File: src/rtl/pic_pkg.sv
package pic_pkg;

  typedef enum logic [2:0] {
    RA_MASK = 3'd0,
    RA_ESEL = 3'd1,
    RA_PEND = 3'd2,
    RA_OPT  = 3'd3,
    RA_CNT  = 3'd4
  } reg_addr_e;

  localparam int OPT_TMR_EN_BIT = 0;

endpackage

File: src/rtl/pin_edge.sv
module pin_edge #(
  parameter int N = 8
) (
  input  logic         clk,
  input  logic         rst_n,
  input  logic [N-1:0] pin_in,
  input  logic [N-1:0] fall_sel,
  output logic [N-1:0] hit
);

  logic [N-1:0] s0_q, s1_q, prev_q;

  // qualifying edge for one pin: 1 selects falling, 0 selects rising
  function automatic logic edge_qual(input logic now_v, input logic was_v, input logic fall);
    return fall ? (was_v & ~now_v) : (now_v & ~was_v);
  endfunction

  always_ff @(posedge clk or negedge rst_n) begin
    if (!rst_n) begin
      s0_q   <= '0;
      s1_q   <= '0;
      prev_q <= '0;
    end else begin
      s0_q   <= pin_in;
      s1_q   <= s0_q;
      prev_q <= s1_q;
    end
  end

  for (genvar i = 0; i < N; i++) begin : g_pin
    assign hit[i] = edge_qual(s1_q[i], prev_q[i], fall_sel[i]);
  end

endmodule

File: src/rtl/pend_bank.sv
module pend_bank #(
  parameter int N = 8
) (
  input  logic         clk,
  input  logic         rst_n,
  input  logic         wr,
  input  logic [N-1:0] wdata,
  input  logic [N-1:0] hit,
  output logic [N-1:0] pend_q
);

  // no reset: contents are undefined until software writes them
  always_ff @(posedge clk) begin
    pend_q <= (wr ? wdata : pend_q) | hit;
  end

  p_edge_sets_r7: assert property (@(posedge clk) disable iff (!rst_n)
    (|hit) |=> ((pend_q & $past(hit)) == $past(hit)));

  p_sticky_r8: assert property (@(posedge clk) disable iff (!rst_n)
    !wr |=> ((pend_q & $past(pend_q)) == $past(pend_q)));

endmodule

File: src/rtl/rtc_wrap.sv
module rtc_wrap #(
  parameter int W = 8
) (
  input  logic         clk,
  input  logic         rst_n,
  input  logic         tick,
  input  logic         wr,
  input  logic [W-1:0] wdata,
  output logic [W-1:0] cnt_q,
  output logic         wrap_q
);

  localparam logic [W-1:0] CNT_TOP = '1;

  function automatic logic [W-1:0] cnt_next(input logic [W-1:0] c);
    return c + W'(1);
  endfunction

  logic at_top;
  assign at_top = (cnt_q == CNT_TOP);

  always_ff @(posedge clk or negedge rst_n) begin
    if (!rst_n) begin
      cnt_q  <= '0;
      wrap_q <= 1'b0;
    end else begin
      if (wr)        cnt_q <= wdata;
      else if (tick) cnt_q <= cnt_next(cnt_q);
      wrap_q <= tick & ~wr & at_top;
    end
  end

  p_wrap_to_zero_r9: assert property (@(posedge clk) disable iff (!rst_n)
    (tick && !wr && cnt_q == CNT_TOP) |=> (wrap_q && cnt_q == '0));

  p_wrap_single_r10: assert property (@(posedge clk) disable iff (!rst_n)
    wrap_q |=> !wrap_q);

endmodule

File: src/rtl/pic_front.sv
module pic_front
  import pic_pkg::*;
#(
  parameter int PORT_W = 8,
  parameter int CNT_W  = 8
) (
  input  logic              clk,
  input  logic              rst_n,
  input  logic [PORT_W-1:0] pin_in,
  input  logic              tick,
  input  logic              wr_en,
  input  logic [2:0]        addr,
  input  logic [PORT_W-1:0] wdata,
  output logic [PORT_W-1:0] rdata,
  output logic              irq,
  output logic              wake
);

  logic [PORT_W-1:0] mask_q, esel_q, opt_q, pend_q, hit;
  logic [CNT_W-1:0]  cnt_q;
  logic              wrap_q;
  logic              wr_pend, wr_cnt, tmr_req, pin_req;

  assign wr_pend = wr_en && (addr == RA_PEND);
  assign wr_cnt  = wr_en && (addr == RA_CNT);

  always_ff @(posedge clk or negedge rst_n) begin
    if (!rst_n) begin
      mask_q <= '1;
      esel_q <= '1;
      opt_q  <= '0;
    end else if (wr_en) begin
      case (addr)
        RA_MASK: mask_q <= wdata;
        RA_ESEL: esel_q <= wdata;
        RA_OPT:  opt_q  <= wdata;
        default: ;
      endcase
    end
  end

  pin_edge #(.N(PORT_W)) u_edge (
    .clk(clk), .rst_n(rst_n), .pin_in(pin_in), .fall_sel(esel_q), .hit(hit)
  );

  pend_bank #(.N(PORT_W)) u_pend (
    .clk(clk), .rst_n(rst_n), .wr(wr_pend), .wdata(wdata), .hit(hit), .pend_q(pend_q)
  );

  rtc_wrap #(.W(CNT_W)) u_rtc (
    .clk(clk), .rst_n(rst_n), .tick(tick), .wr(wr_cnt),
    .wdata(wdata[CNT_W-1:0]), .cnt_q(cnt_q), .wrap_q(wrap_q)
  );

  assign pin_req = |(pend_q & ~mask_q);
  assign tmr_req = wrap_q & opt_q[OPT_TMR_EN_BIT];
  assign wake    = pin_req;
  assign irq     = pin_req | tmr_req;

  always_comb begin
    case (addr)
      RA_MASK: rdata = mask_q;
      RA_ESEL: rdata = esel_q;
      RA_PEND: rdata = pend_q;
      RA_OPT:  rdata = opt_q;
      RA_CNT:  rdata = PORT_W'(cnt_q);
      default: rdata = '0;
    endcase
  end

  p_wake_in_irq_r11: assert property (@(posedge clk) disable iff (!rst_n)
    wake |-> irq);

  p_all_masked_quiet_r5: assert property (@(posedge clk) disable iff (!rst_n)
    (mask_q == '1 && !tmr_req) |-> !irq);

  p_reset_vals_r1: assert property (@(posedge clk)
    $rose(rst_n) |-> (mask_q == '1 && esel_q == '1 && opt_q == '0));

endmodule

File: config.mk
export PLATFORM = sky130hd
export DESIGN_NAME = pic_front
export DESIGN_NICKNAME = d
export VERILOG_FILES = /design/src/rtl/pic_pkg.sv /design/src/rtl/pin_edge.sv /design/src/rtl/pend_bank.sv /design/src/rtl/rtc_wrap.sv /design/src/rtl/pic_front.sv
export SDC_FILE = /design/constraint.sdc
export NUM_CORES = 1
export LEC_CHECK = 0
export BUFFER_PORTS_ARGS = -buffer_cell sky130_fd_sc_hd__clkbuf_2
export CORE_MARGIN = 5
export CORE_UTILIZATION = 52
export DETAILED_ROUTE_END_ITERATION = 10
export GPL_ROUTABILITY_DRIVEN = 0
export PLACE_DENSITY = 0.75
export SKIP_CTS_REPAIR_TIMING = 1
export SYNTH_ARGS = -nofsm -noshare
export SYNTH_HDL_FRONTEND = slang
export SYNTH_SLANG_ARGS = --single-unit
File: constraint.sdc
create_clock -name clk -period 1.45 [get_ports clk]
set_clock_uncertainty 0.1 [all_clocks]
set_input_delay 0.29 -clock clk [delete_from_list [all_inputs] [get_ports clk]]
set_output_delay 0.29 -clock clk [all_outputs]
set_load 0.02 [all_outputs]
==> metrics.txt <==
status=complete, but fails checks; failing checks=negative setup slack; Max stage delay on crit path=around 0.54 ns; Synth Warn #=0; # DRC=0; Final Max Slew Viols=0; die extent in x=about 84 µm; number of port buffers=32; Final Hold Viols=0; Tcrit/Tclk final=138%; critical-path cell list=nand2b_4 -> o2111ai_4 -> or3_4 -> buf_6; Layout area overhead=45.1%; Routed WL=7360 µm; Initial DRC Count=180; syn_nets=between 200 and 300; slowest CP cell=dfstp_2; Routed Antenna Nets=0; Remaining Overflow, GRT=0; via count=roughly 2200; post-route cell area=about 4100 µm²; Switching Share=around 28%; final net count=~350; Leak=0.00179 µW; final setup vio count=10; Main synth FF type=dfrtp_1; Core Util, Final=76.3%; H-tree depth=3; maximum vdd drop=~870 µV; Cells after Synth=233; vias in the first global route=2267; Tightest Pin Transition=around 0.37 ns; worst hold margin=around 0.15 ns; clock-pin slew on the worst setup and hold paths=0.07 ns; EDFF count, synth=0; core box area=5410 µm²; internal power=around 4200 µW; Fmax achieved=roughly 0.5 GHz; Non-Filler Instances=between 400 and 500; antenna cells=0; FFs w/ async S/R, synth=between 80% and 90%; Period minus WS final=around 2 ns; max-slew headroom at the worst pin=about three quarters; crit path max fanout=2; RSZ-0062 raised after global routing=true; total CTS buffers=9; sequential fraction of the synthesis area=56.5%; global-route wire length before repair=~11000 µm; DR vias/cell=approximately 5.6; Syn Area/Cell=12.2 µm²; initial core utilization=a little over half; clock power share=a little under a third; die area=7040 µm²; crit start category=flip-flop; CTS tree=built; post-synthesis cell area=roughly 2800 µm²; Max Cap Viol=0; initial antenna violation count=0; fin worst setup slack=-0.548 ns; Synth cell types=33; Arrival @ worst endpoint=roughly 1.6 ns; combinational power share=between 20% and 30%; I/O pin total=33; placed cells=372; later-pin clock latency in the skew report=0.33 ns; CTS Sinks=65; GRT Total Usage=between 20% and 30%; clk root buf=clkbuf_8; Synth Register Bits=65; pin count of the biggest net entering global routing=35; Rows=27; Die Height=83.9 µm; WL per Instance=18.3 µm; most common cell after layout, fill and taps aside=buf_4; Clock Path Buffers=2; PD cells=between 1000 and 1500 nW/µm²; post-DP HPWL=roughly 4700 µm; Design Power=5860 µW; Worst EP required=1.06 ns; DP Area=between 3000 and 4000 µm²; Hold Path Class=in2reg; share of layout cells above drive strength 1=52.4%; Net Switching=approximately 1700 µW; most frequent cells in the layout=buf_4, dfrtp_1, nand2_1, mux2_2, clkbuf_2; drt first pass iters=4; critical path class=reg2out; CP Capture Type=output pin; sequential cell fraction of total power=approximately two fifths
## final cells by class
type	instances	area, µm²
timing repair buffer	93	733
clock buffer	14	173
tap	72	90.1
multi-input combinational	151	1440
sequential	65	1610
fill	325	1280
inverter	5	18.8
clock inverter	2	60.1
## power by group through the flow
stage               Clock, µW  Sequential (µW)  Combinational [µW]
global route             1890             2490                1770
detailed placement          0             2440                1340
floorplan                   0             2420                 833
global placement            0             2420                1320
finish                   1780             2450                1630
CTS                      1800             2410                1360
## flip-flops by register name, summed over array words and instances, names as in the netlist
name,cells
opt_q,8
u_edge.prev_q,8
u_edge.s0_q,8
mask_q,8
u_rtc.cnt_q,8
u_edge.s1_q,8
u_rtc.wrap_q,1
u_pend.pend_q,8
esel_q,8
## cell usage after synthesis (2+ instances only)
cell type | number | area (µm²)
nand2_1 | 28 | 105
a2bb2oi_1 | 8 | 70.1
mux2_2 | 25 | 282
buf_2 | 8 | 40.0
clkbuf_1 | 2 | 7.51
o211ai_1 | 11 | 82.6
nor2_1 | 9 | 33.8
dfstp_2 | 16 | 420
xor2_1 | 3 | 26.3
nand2b_1 | 4 | 25.0
nand3_1 | 5 | 25.0
dfxtp_1 | 8 | 160
nand4_1 | 3 | 18.8
dfrtp_1 | 41 | 1030
o21ai_0 | 5 | 25.0
o22ai_1 | 10 | 62.6
nor4bb_1 | 3 | 30.0
inv_1 | 5 | 18.8
mux2i_1 | 23 | 230
or4_1 | 3 | 22.5
## through the flow
stage	setup TNS, ns	setup slack (ns)
after floorplan	-0.0858	-0.0494
after global placement	-9.76	-0.283
after detailed placement	-10.19	-0.297
after CTS	-4.47	-0.609
after global routing	-4.50	-0.580
final	-3.85	-0.548
## per-layer routing
metal	share of wire, %	vias to the layer above	track usage [%]
met3	3.8	15	4.24
met2	52	51	34.3
met1	42	1134	27.3
li1	-	1036	-
met5	0	-	0
met4	1.7	0	8.48
## worst paths after layout
check / start / end / slack (ns) / depth (start not counted)
hold / removal: wdata[1] / u_rtc.cnt_q[1] / 0.15 / 3
setup reg to reg: u_rtc.cnt_q[1] / u_rtc.cnt_q[7] / 0 / 4
setup / recovery: mask_q[4] / wake / -0.55 / 4
max in group asynchronous: rst_n / esel_q[4] / 0.38 / 3
min in group asynchronous: rst_n / u_edge.s0_q[5] / 0.29 / 2
hold reg to reg: u_edge.s0_q[2] / u_edge.s1_q[2] / 0.25 / 0
## critical path: cells and delay by family (launching register included)
| family | cells | cell delay [ns] |
|---|---|---|
| AOI/OAI and AO/OA | 1 | 0.13 |
| buffers and inverters | 1 | 0.14 |
| DFF | 1 | 0.54 |
| and+or+nand+nor | 2 | 0.47 |
## logic make-up after synthesis
family	share of synthesized area (%)
simple gates	11.6
flops	56.5
compound gates	9.42
buf+inv	2.77
fa+ha+maj	0.440
xor+xnor	1.23
mux	18.0
Note: power is estimated with default switching activity, not from simulation.
